==> src/rtl/swdh_pkg.sv <==
package swdh_pkg;

   typedef enum logic [3:0] {
      PH_IDLE,
      PH_REQ,
      PH_TRN_A,
      PH_ACK,
      PH_RDATA,
      PH_RPAR,
      PH_TRN_B,
      PH_WDATA,
      PH_WPAR,
      PH_TAIL
   } phase_t;

   localparam logic [2:0] ACK_OK    = 3'b001;
   localparam logic [2:0] ACK_WAIT  = 3'b010;
   localparam logic [2:0] ACK_FAULT = 3'b100;

   localparam int unsigned DATA_W   = 32;
   localparam int unsigned REQ_W    = 8;
   localparam int unsigned ACK_W    = 3;

   typedef struct packed {
      logic       apndp;
      logic       rnw;
      logic [1:0] addr;
   } req_t;

endpackage

==> src/rtl/swdh_clkgen.sv <==
module swdh_clkgen #(
   parameter int unsigned DIV_W = 8
) (
   input  logic             clk,
   input  logic             rst_n,
   input  logic             run,
   input  logic [DIV_W-1:0] div,
   output logic             swclk,
   output logic             rise,
   output logic             fall
);

   generate
      if (DIV_W < 1) begin : g_bad_div
         $error("swdh_clkgen: DIV_W must be at least 1");
      end
   endgenerate

   logic [DIV_W-1:0] cnt;
   logic             wrap;

   assign wrap = run && (cnt == div);
   assign rise = wrap && !swclk;
   assign fall = wrap && swclk;

   always_ff @(posedge clk or negedge rst_n) begin
      if (!rst_n) begin
         cnt   <= '0;
         swclk <= 1'b0;
      end else if (!run) begin
         cnt   <= '0;
         swclk <= 1'b0;
      end else if (wrap) begin
         cnt   <= '0;
         swclk <= !swclk;
      end else begin
         cnt   <= cnt + 1'b1;
      end
   end

endmodule

==> src/rtl/swdh_reqgen.sv <==
module swdh_reqgen
   import swdh_pkg::*;
(
   input  req_t             req,
   output logic [REQ_W-1:0] req_byte
);

   logic hdr_par;

   assign hdr_par = req.apndp ^ req.rnw ^ req.addr[0] ^ req.addr[1];

   // bit 0 goes out first
   always_comb begin
      req_byte[0] = 1'b1;
      req_byte[1] = req.apndp;
      req_byte[2] = req.rnw;
      req_byte[3] = req.addr[0];
      req_byte[4] = req.addr[1];
      req_byte[5] = hdr_par;
      req_byte[6] = 1'b0;
      req_byte[7] = 1'b1;
   end

endmodule

==> src/rtl/swdh_seq.sv <==
module swdh_seq
   import swdh_pkg::*;
#(
   parameter int unsigned IDLE_CYC = 8
) (
   input  logic              clk,
   input  logic              rst_n,
   input  logic              launch,
   input  req_t              req_in,
   input  logic [DATA_W-1:0] wdata_in,
   input  logic              rise,
   input  logic              fall,
   input  logic              sdi,
   output req_t              req_q,
   input  logic [REQ_W-1:0]  req_byte,
   output logic              busy,
   output logic              done,
   output logic [ACK_W-1:0]  ack_code,
   output logic [DATA_W-1:0] rd_data,
   output logic              par_err,
   output logic              sdo,
   output logic              sdo_en
);

   localparam int unsigned SPAN  = (IDLE_CYC > DATA_W) ? IDLE_CYC : DATA_W;
   localparam int unsigned CNT_W = $clog2(SPAN);
   localparam logic [CNT_W-1:0] LAST_REQ  = CNT_W'(REQ_W - 1);
   localparam logic [CNT_W-1:0] LAST_ACK  = CNT_W'(ACK_W - 1);
   localparam logic [CNT_W-1:0] LAST_DAT  = CNT_W'(DATA_W - 1);
   localparam logic [CNT_W-1:0] LAST_TAIL = CNT_W'(IDLE_CYC - 1);

   generate
      if (IDLE_CYC < 8) begin : g_bad_tail
         $error("swdh_seq: IDLE_CYC must be at least 8");
      end
   endgenerate

   phase_t              ph;
   logic [CNT_W-1:0]    bcnt;
   logic [DATA_W-1:0]   wd_q;
   logic [DATA_W-1:0]   rd_sh;
   logic [ACK_W-1:0]    ack_sh;
   logic                par_rx;
   logic                wr_go;
   logic                ack_ok;
   logic                rd_ok;

   assign ack_ok = (ack_sh == ACK_OK);
   assign rd_ok  = ack_ok && req_q.rnw;

   always_ff @(posedge clk or negedge rst_n) begin
      if (!rst_n) begin
         ph       <= PH_IDLE;
         bcnt     <= '0;
         req_q    <= '0;
         wd_q     <= '0;
         rd_sh    <= '0;
         ack_sh   <= '0;
         par_rx   <= 1'b0;
         wr_go    <= 1'b0;
         busy     <= 1'b0;
         done     <= 1'b0;
         ack_code <= '0;
         rd_data  <= '0;
         par_err  <= 1'b0;
      end else begin
         done <= 1'b0;
         if (launch) begin
            ph     <= PH_REQ;
            bcnt   <= '0;
            req_q  <= req_in;
            wd_q   <= wdata_in;
            ack_sh <= '0;
            wr_go  <= 1'b0;
            busy   <= 1'b1;
         end else if (rise) begin
            unique case (ph)
               PH_ACK:   ack_sh[bcnt[1:0]] <= sdi;
               PH_RDATA: rd_sh[bcnt[4:0]]  <= sdi;
               PH_RPAR:  par_rx            <= sdi;
               default:  ;
            endcase
         end else if (fall) begin
            unique case (ph)
               PH_REQ: begin
                  if (bcnt == LAST_REQ) begin
                     ph   <= PH_TRN_A;
                     bcnt <= '0;
                  end else begin
                     bcnt <= bcnt + 1'b1;
                  end
               end
               PH_TRN_A: begin
                  ph   <= PH_ACK;
                  bcnt <= '0;
               end
               PH_ACK: begin
                  if (bcnt == LAST_ACK) begin
                     bcnt <= '0;
                     if (rd_ok) begin
                        ph <= PH_RDATA;
                     end else begin
                        ph    <= PH_TRN_B;
                        wr_go <= ack_ok;
                     end
                  end else begin
                     bcnt <= bcnt + 1'b1;
                  end
               end
               PH_RDATA: begin
                  if (bcnt == LAST_DAT) begin
                     ph   <= PH_RPAR;
                     bcnt <= '0;
                  end else begin
                     bcnt <= bcnt + 1'b1;
                  end
               end
               PH_RPAR: begin
                  ph <= PH_TRN_B;
               end
               PH_TRN_B: begin
                  bcnt  <= '0;
                  wr_go <= 1'b0;
                  ph    <= wr_go ? PH_WDATA : PH_TAIL;
               end
               PH_WDATA: begin
                  if (bcnt == LAST_DAT) begin
                     ph   <= PH_WPAR;
                     bcnt <= '0;
                  end else begin
                     bcnt <= bcnt + 1'b1;
                  end
               end
               PH_WPAR: begin
                  ph   <= PH_TAIL;
                  bcnt <= '0;
               end
               PH_TAIL: begin
                  if (bcnt == LAST_TAIL) begin
                     ph       <= PH_IDLE;
                     bcnt     <= '0;
                     busy     <= 1'b0;
                     done     <= 1'b1;
                     ack_code <= ack_sh;
                     rd_data  <= rd_ok ? rd_sh : '0;
                     par_err  <= rd_ok && ((^rd_sh) != par_rx);
                  end else begin
                     bcnt <= bcnt + 1'b1;
                  end
               end
               default: ph <= PH_IDLE;
            endcase
         end
      end
   end

   // line drive follows the registered phase, so it moves on the fall event
   always_comb begin
      sdo    = 1'b0;
      sdo_en = 1'b1;
      unique case (ph)
         PH_REQ:   sdo = req_byte[bcnt[2:0]];
         PH_WDATA: sdo = wd_q[bcnt[4:0]];
         PH_WPAR:  sdo = ^wd_q;
         PH_TRN_A, PH_ACK, PH_RDATA, PH_RPAR, PH_TRN_B: sdo_en = 1'b0;
         default:  ;
      endcase
   end

endmodule

==> src/rtl/swd_host_engine.sv <==
module swd_host_engine
   import swdh_pkg::*;
#(
   parameter int unsigned DIV_W    = 8,
   parameter int unsigned IDLE_CYC = 8
) (
   input  logic              clk,
   input  logic              rst_n,
   input  logic [DIV_W-1:0]  clk_div,
   input  logic              cmd_start,
   input  logic              cmd_apndp,
   input  logic              cmd_rnw,
   input  logic [1:0]        cmd_addr,
   input  logic [31:0]       cmd_wdata,
   output logic              busy,
   output logic              done,
   output logic [2:0]        ack_code,
   output logic [31:0]       rd_data,
   output logic              par_err,
   output logic              swclk,
   output logic              swdio_out,
   output logic              swdio_oe,
   input  logic              swdio_in
);

   req_t             req_in;
   req_t             req_q;
   logic [REQ_W-1:0] req_byte;
   logic             launch;
   logic             rise;
   logic             fall;

   assign req_in = '{apndp: cmd_apndp, rnw: cmd_rnw, addr: cmd_addr};
   assign launch = cmd_start && !busy;

   swdh_clkgen #(.DIV_W(DIV_W)) u_clk (
      .clk   (clk),
      .rst_n (rst_n),
      .run   (busy),
      .div   (clk_div),
      .swclk (swclk),
      .rise  (rise),
      .fall  (fall)
   );

   swdh_reqgen u_req (
      .req      (req_q),
      .req_byte (req_byte)
   );

   swdh_seq #(.IDLE_CYC(IDLE_CYC)) u_seq (
      .clk      (clk),
      .rst_n    (rst_n),
      .launch   (launch),
      .req_in   (req_in),
      .wdata_in (cmd_wdata),
      .rise     (rise),
      .fall     (fall),
      .sdi      (swdio_in),
      .req_q    (req_q),
      .req_byte (req_byte),
      .busy     (busy),
      .done     (done),
      .ack_code (ack_code),
      .rd_data  (rd_data),
      .par_err  (par_err),
      .sdo      (swdio_out),
      .sdo_en   (swdio_oe)
   );

endmodule

==> config.mk <==
export PLATFORM = sky130hd
export DESIGN_NAME = swd_host_engine
export DESIGN_NICKNAME = d
export VERILOG_FILES = /design/src/rtl/swdh_pkg.sv /design/src/rtl/swdh_clkgen.sv /design/src/rtl/swdh_reqgen.sv /design/src/rtl/swdh_seq.sv /design/src/rtl/swd_host_engine.sv
export SDC_FILE = /design/constraint.sdc
export NUM_CORES = 1
export LEC_CHECK = 0
export ABC_AREA = 1
export ABC_CLOCK_PERIOD_IN_PS = 2400
export BUFFER_PORTS_ARGS = -buffer_cell sky130_fd_sc_hd__buf_2
export CAP_MARGIN = 0
export CELL_PAD_IN_SITES_DETAIL_PLACEMENT = 1
export CELL_PAD_IN_SITES_GLOBAL_PLACEMENT = 1
export CORE_UTILIZATION = 42
export DETAILED_ROUTE_END_ITERATION = 16
export PLACE_DENSITY = 0.81
export SLEW_MARGIN = 10
export SYNTH_ARGS = -nofsm -noshare
export SYNTH_HDL_FRONTEND = slang
export SYNTH_SLANG_ARGS = --single-unit
==> constraint.sdc <==
create_clock -name clk -period 2.4 [get_ports clk]
set_clock_uncertainty 0.2 [all_clocks]
set_input_delay 0.24 -clock clk [delete_from_list [all_inputs] [get_ports clk]]
set_output_delay 0.24 -clock clk [all_outputs]
set_load 0.01 [all_outputs]
==> results.toml <==
[outcome]
status = "finished with violations"
violations = "negative setup slack"

[global_routing]
grt_max_degree = 52
grt_pass1_wl_um = 40700
grt_pass1_vias = 8068
track_usage_pct = 29.4
grt.overflow.total = 0
antenna_found_initial = 0

[critical_path]
crit_fanout = 12
critPathRequiredTime_ps = 1960
crit_start = "u_seq.bcnt[0]"
timing.rr.start = "u_seq.ph[2]"
cp-start-kind = "flop"
max_stage_delay_ps = 460
crit_path_end_kind = "primary output"
worst_ep_arrival_time_ps = 2300
critPathSlowestCell = "dfrtp_2"
crit_top_cell = "nand3_1"
path_class = "flop to primary output"
crit_chain = "buf_12, nor2_1, nor2_1, o21ai_1, o211ai_1, nand3_1, nand3_1, nand3_1, nand2_1, inv_2, nand2_2, buf_6"

[synthesis]
synth_edf_count = 0
syn_inst = 1011
yosys.area.top_type_share_pct = 44.9
synth-seq-cells = 129
syn_area_mm2 = 0.00718
ys_async_sr_fraction_pct = 100
synth_top_area_cell = "dfrtp_1"
yosysMostFrequentCell = "nand2_1"
yosys_warnings = 0
synth.mux.area_fraction_pct = 0
synth_top_flop_cell = "dfrtp_1"
synth_top_family_by_area = "simple AND/OR/NAND/NOR gates"
yosysUniqueCellTypes = 35
synth_commonest_cells = "nand2_1 (460), dfrtp_1 (129), inv_1 (75), nor2_1 (68), nand3_1 (63)"
yosysSeqAreaShare_pct = 44.9
synthAdderAreaFrac_pct = 1.05
synthXorXnorAreaFrac_pct = 5.73
ys_top_cells_by_area = "dfrtp_1 (45%), nand2_1 (24%), nand3_1 (4.4%), inv_1 (3.9%), nor2_1 (3.6%)"
syn-num-nets = 1065
synth_compound_area_share_pct = 7.04
synthSimpleGateAreaFrac_pct = 34.9
synth_area_per_cell_um2 = 7.10

[clock_network]
ctsHtreeMaxLevel = 4
cts_buffers = 17
cts_tree = "done"
clk-insertion-delay-late_ps = 430
clk_pin_slew_ps = 60
clockBufferDepth = 2
cts_sinks = 129
root_buffer = "clkbuf_16"

[floorplan]
core_mm2 = 0.0166
dieArea_mm2 = 0.0176
rows = 47
die_y_um = 133
num_io_pins = 89
die_x_um = 133
start_util_pct = 43.2

[place]
hpwl_um = 14100
numPortBuffers = 88
gp_congestion = 0.837
dp.cells = 1305

[routing]
detail_route.first_pass.iterations = 5
drt_iter0_drc = 396
drc = 0
wl_um = 26200
ant_nets = 0
viasPerCell = 5.44
routedWlPerCell_um = 18.8
vias = 7591

[sta]
fin_crit_ps = 2740
drv_slew = 0
max_slew_margin_pct = 57.3
period_share_pct = 114
fmax_mhz = 365
setup_viol = 6
setup_ws_ps = -340
worstMarginPinSlew_ps = 636
hold_viol = 0
rsz0062_at_grt = "yes"

[hold_path]
min_from = "swdio_in"
hold_path.class = "primary input to flop"

[pwr]
p_leak_nw = 5.01
powerDensity_mw_per_mm2 = 1040
ir_drop_uv = 670

[finish]
antenna_cells = 0
areaGrowthSynthToFinish_pct = 33.3
nNetsFinal = 1219
final_util_pct = 57.5
drive_gt1_share_pct = 20.5
final_cells = 1395
num-fill-cells = 2073

[run]
cap_viol_max_count = 0
## repair_timing
item	CTS	global route
setup endpoints to repair	1	56
resized for setup	59	48
hold buffers	37	0
cloned	2	1
pin swaps	15	13
setup buffers	13	8
endpoints found under the hold margin	71	0
## per-layer routing
metal / vias up / track usage (%) / wire, um / part of all wire, %
li1: 3477 / - / - / -
met1: 3731 / 33.5 / 10300 / 39
met2: 276 / 52.7 / 13600 / 52
met3: 107 / 5.63 / 1110 / 4.2
met4: 0 / 14.4 / 1210 / 4.6
met5: - / 0 / 0 / 0
## metrics by stage
step	setup WS [ps]	total power [mW]	setup TNS [ps]	cell area, um^2	hold slack, ps
3_5_place_dp	234	5.66	0	7950	54.7
4_1_cts	-52.1	9.26	-52.1	9310	87.1
5_1_grt	-422	10.4	-832	9570	139
2_1_floorplan	229	4.77	0	7180	-256
3_3_place_gp	256	5.53	0	7950	47.0
6_report	-340	9.95	-573	9570	96.8
## path summary, 6_finish.rpt
kind	depth (start not counted)	end	slack, ps
setup reg to reg	12	u_seq.bcnt[1]	-100
setup / recovery	12	swdio_out	-340
max in group asynchronous	3	u_seq.wd_q[5]	1180
hold reg to reg	2	u_seq.rd_data[6]	270
hold / removal	3	u_seq.rd_sh[2]	100
min in group asynchronous	2	u_seq.rd_sh[2]	150
## layout make-up
type                    count  area (um^2)  share of cell area [%]
clock buffers              24          512                    5.35
flip-flops and latches    129         3230                    33.8
clock inverters             5          100                    1.05
well taps                 220          275                    2.88
inverters                  78          298                    3.11
repair buffers            168         1300                    13.6
multi-input cells         771         3850                    40.2
## cell families after synthesis
family	count (synthesis)
AOI/OAI and AO/OA	96
and+or+nand+nor	622
buffers and inverters	111
xor gates and xnor gates	47
adders and majority gates	6
DFF	129
## registers in the layout, indices dropped and copies added (netlist names)
| name | cells |
|---|---|
| u_seq.busy | 1 |
| u_seq.done | 1 |
| u_seq.ph | 4 |
| u_seq.rd_sh | 32 |
| u_seq.bcnt | 5 |
| u_seq.ack_sh | 3 |
| u_clk.cnt | 8 |
| u_seq.ack_code | 3 |
| u_clk.swclk | 1 |
| u_seq.par_rx | 1 |
| u_seq.wr_go | 1 |
| u_seq.req_q | 4 |
| u_seq.par_err | 1 |
| u_seq.wd_q | 32 |
| u_seq.rd_data | 32 |
## report_power, final
part           internal [mW]  leakage, nW  switching, mW
registers               2.49         1.72          0.498
logic                   1.70         2.98           2.50
clock network           1.78        0.304          0.978
total                   5.98         5.01           3.97
## critical path, delay by kind of cell, from the launching register on
kind / cells / cell delay, ps
simple gates: 7 / 680
flops: 1 / 460
buf+inv: 3 / 360
compound gates: 2 / 340
## layout by cell type (no fill, tap or decap), types with 13 or more instances in the layout
cell           count
nand2_1          452
dfrtp_1          124
buf_2             86
inv_1             69
nand3_1           60
nor2_1            57
dlygate4sd3_1     37
o21ai_1           36
buf_4             30
o21ai_0           28
clkbuf_16         18
xor2_1            15
xnor2_2           14
xnor2_1           13
No activity file was read; power rests on OpenSTA's default activity.
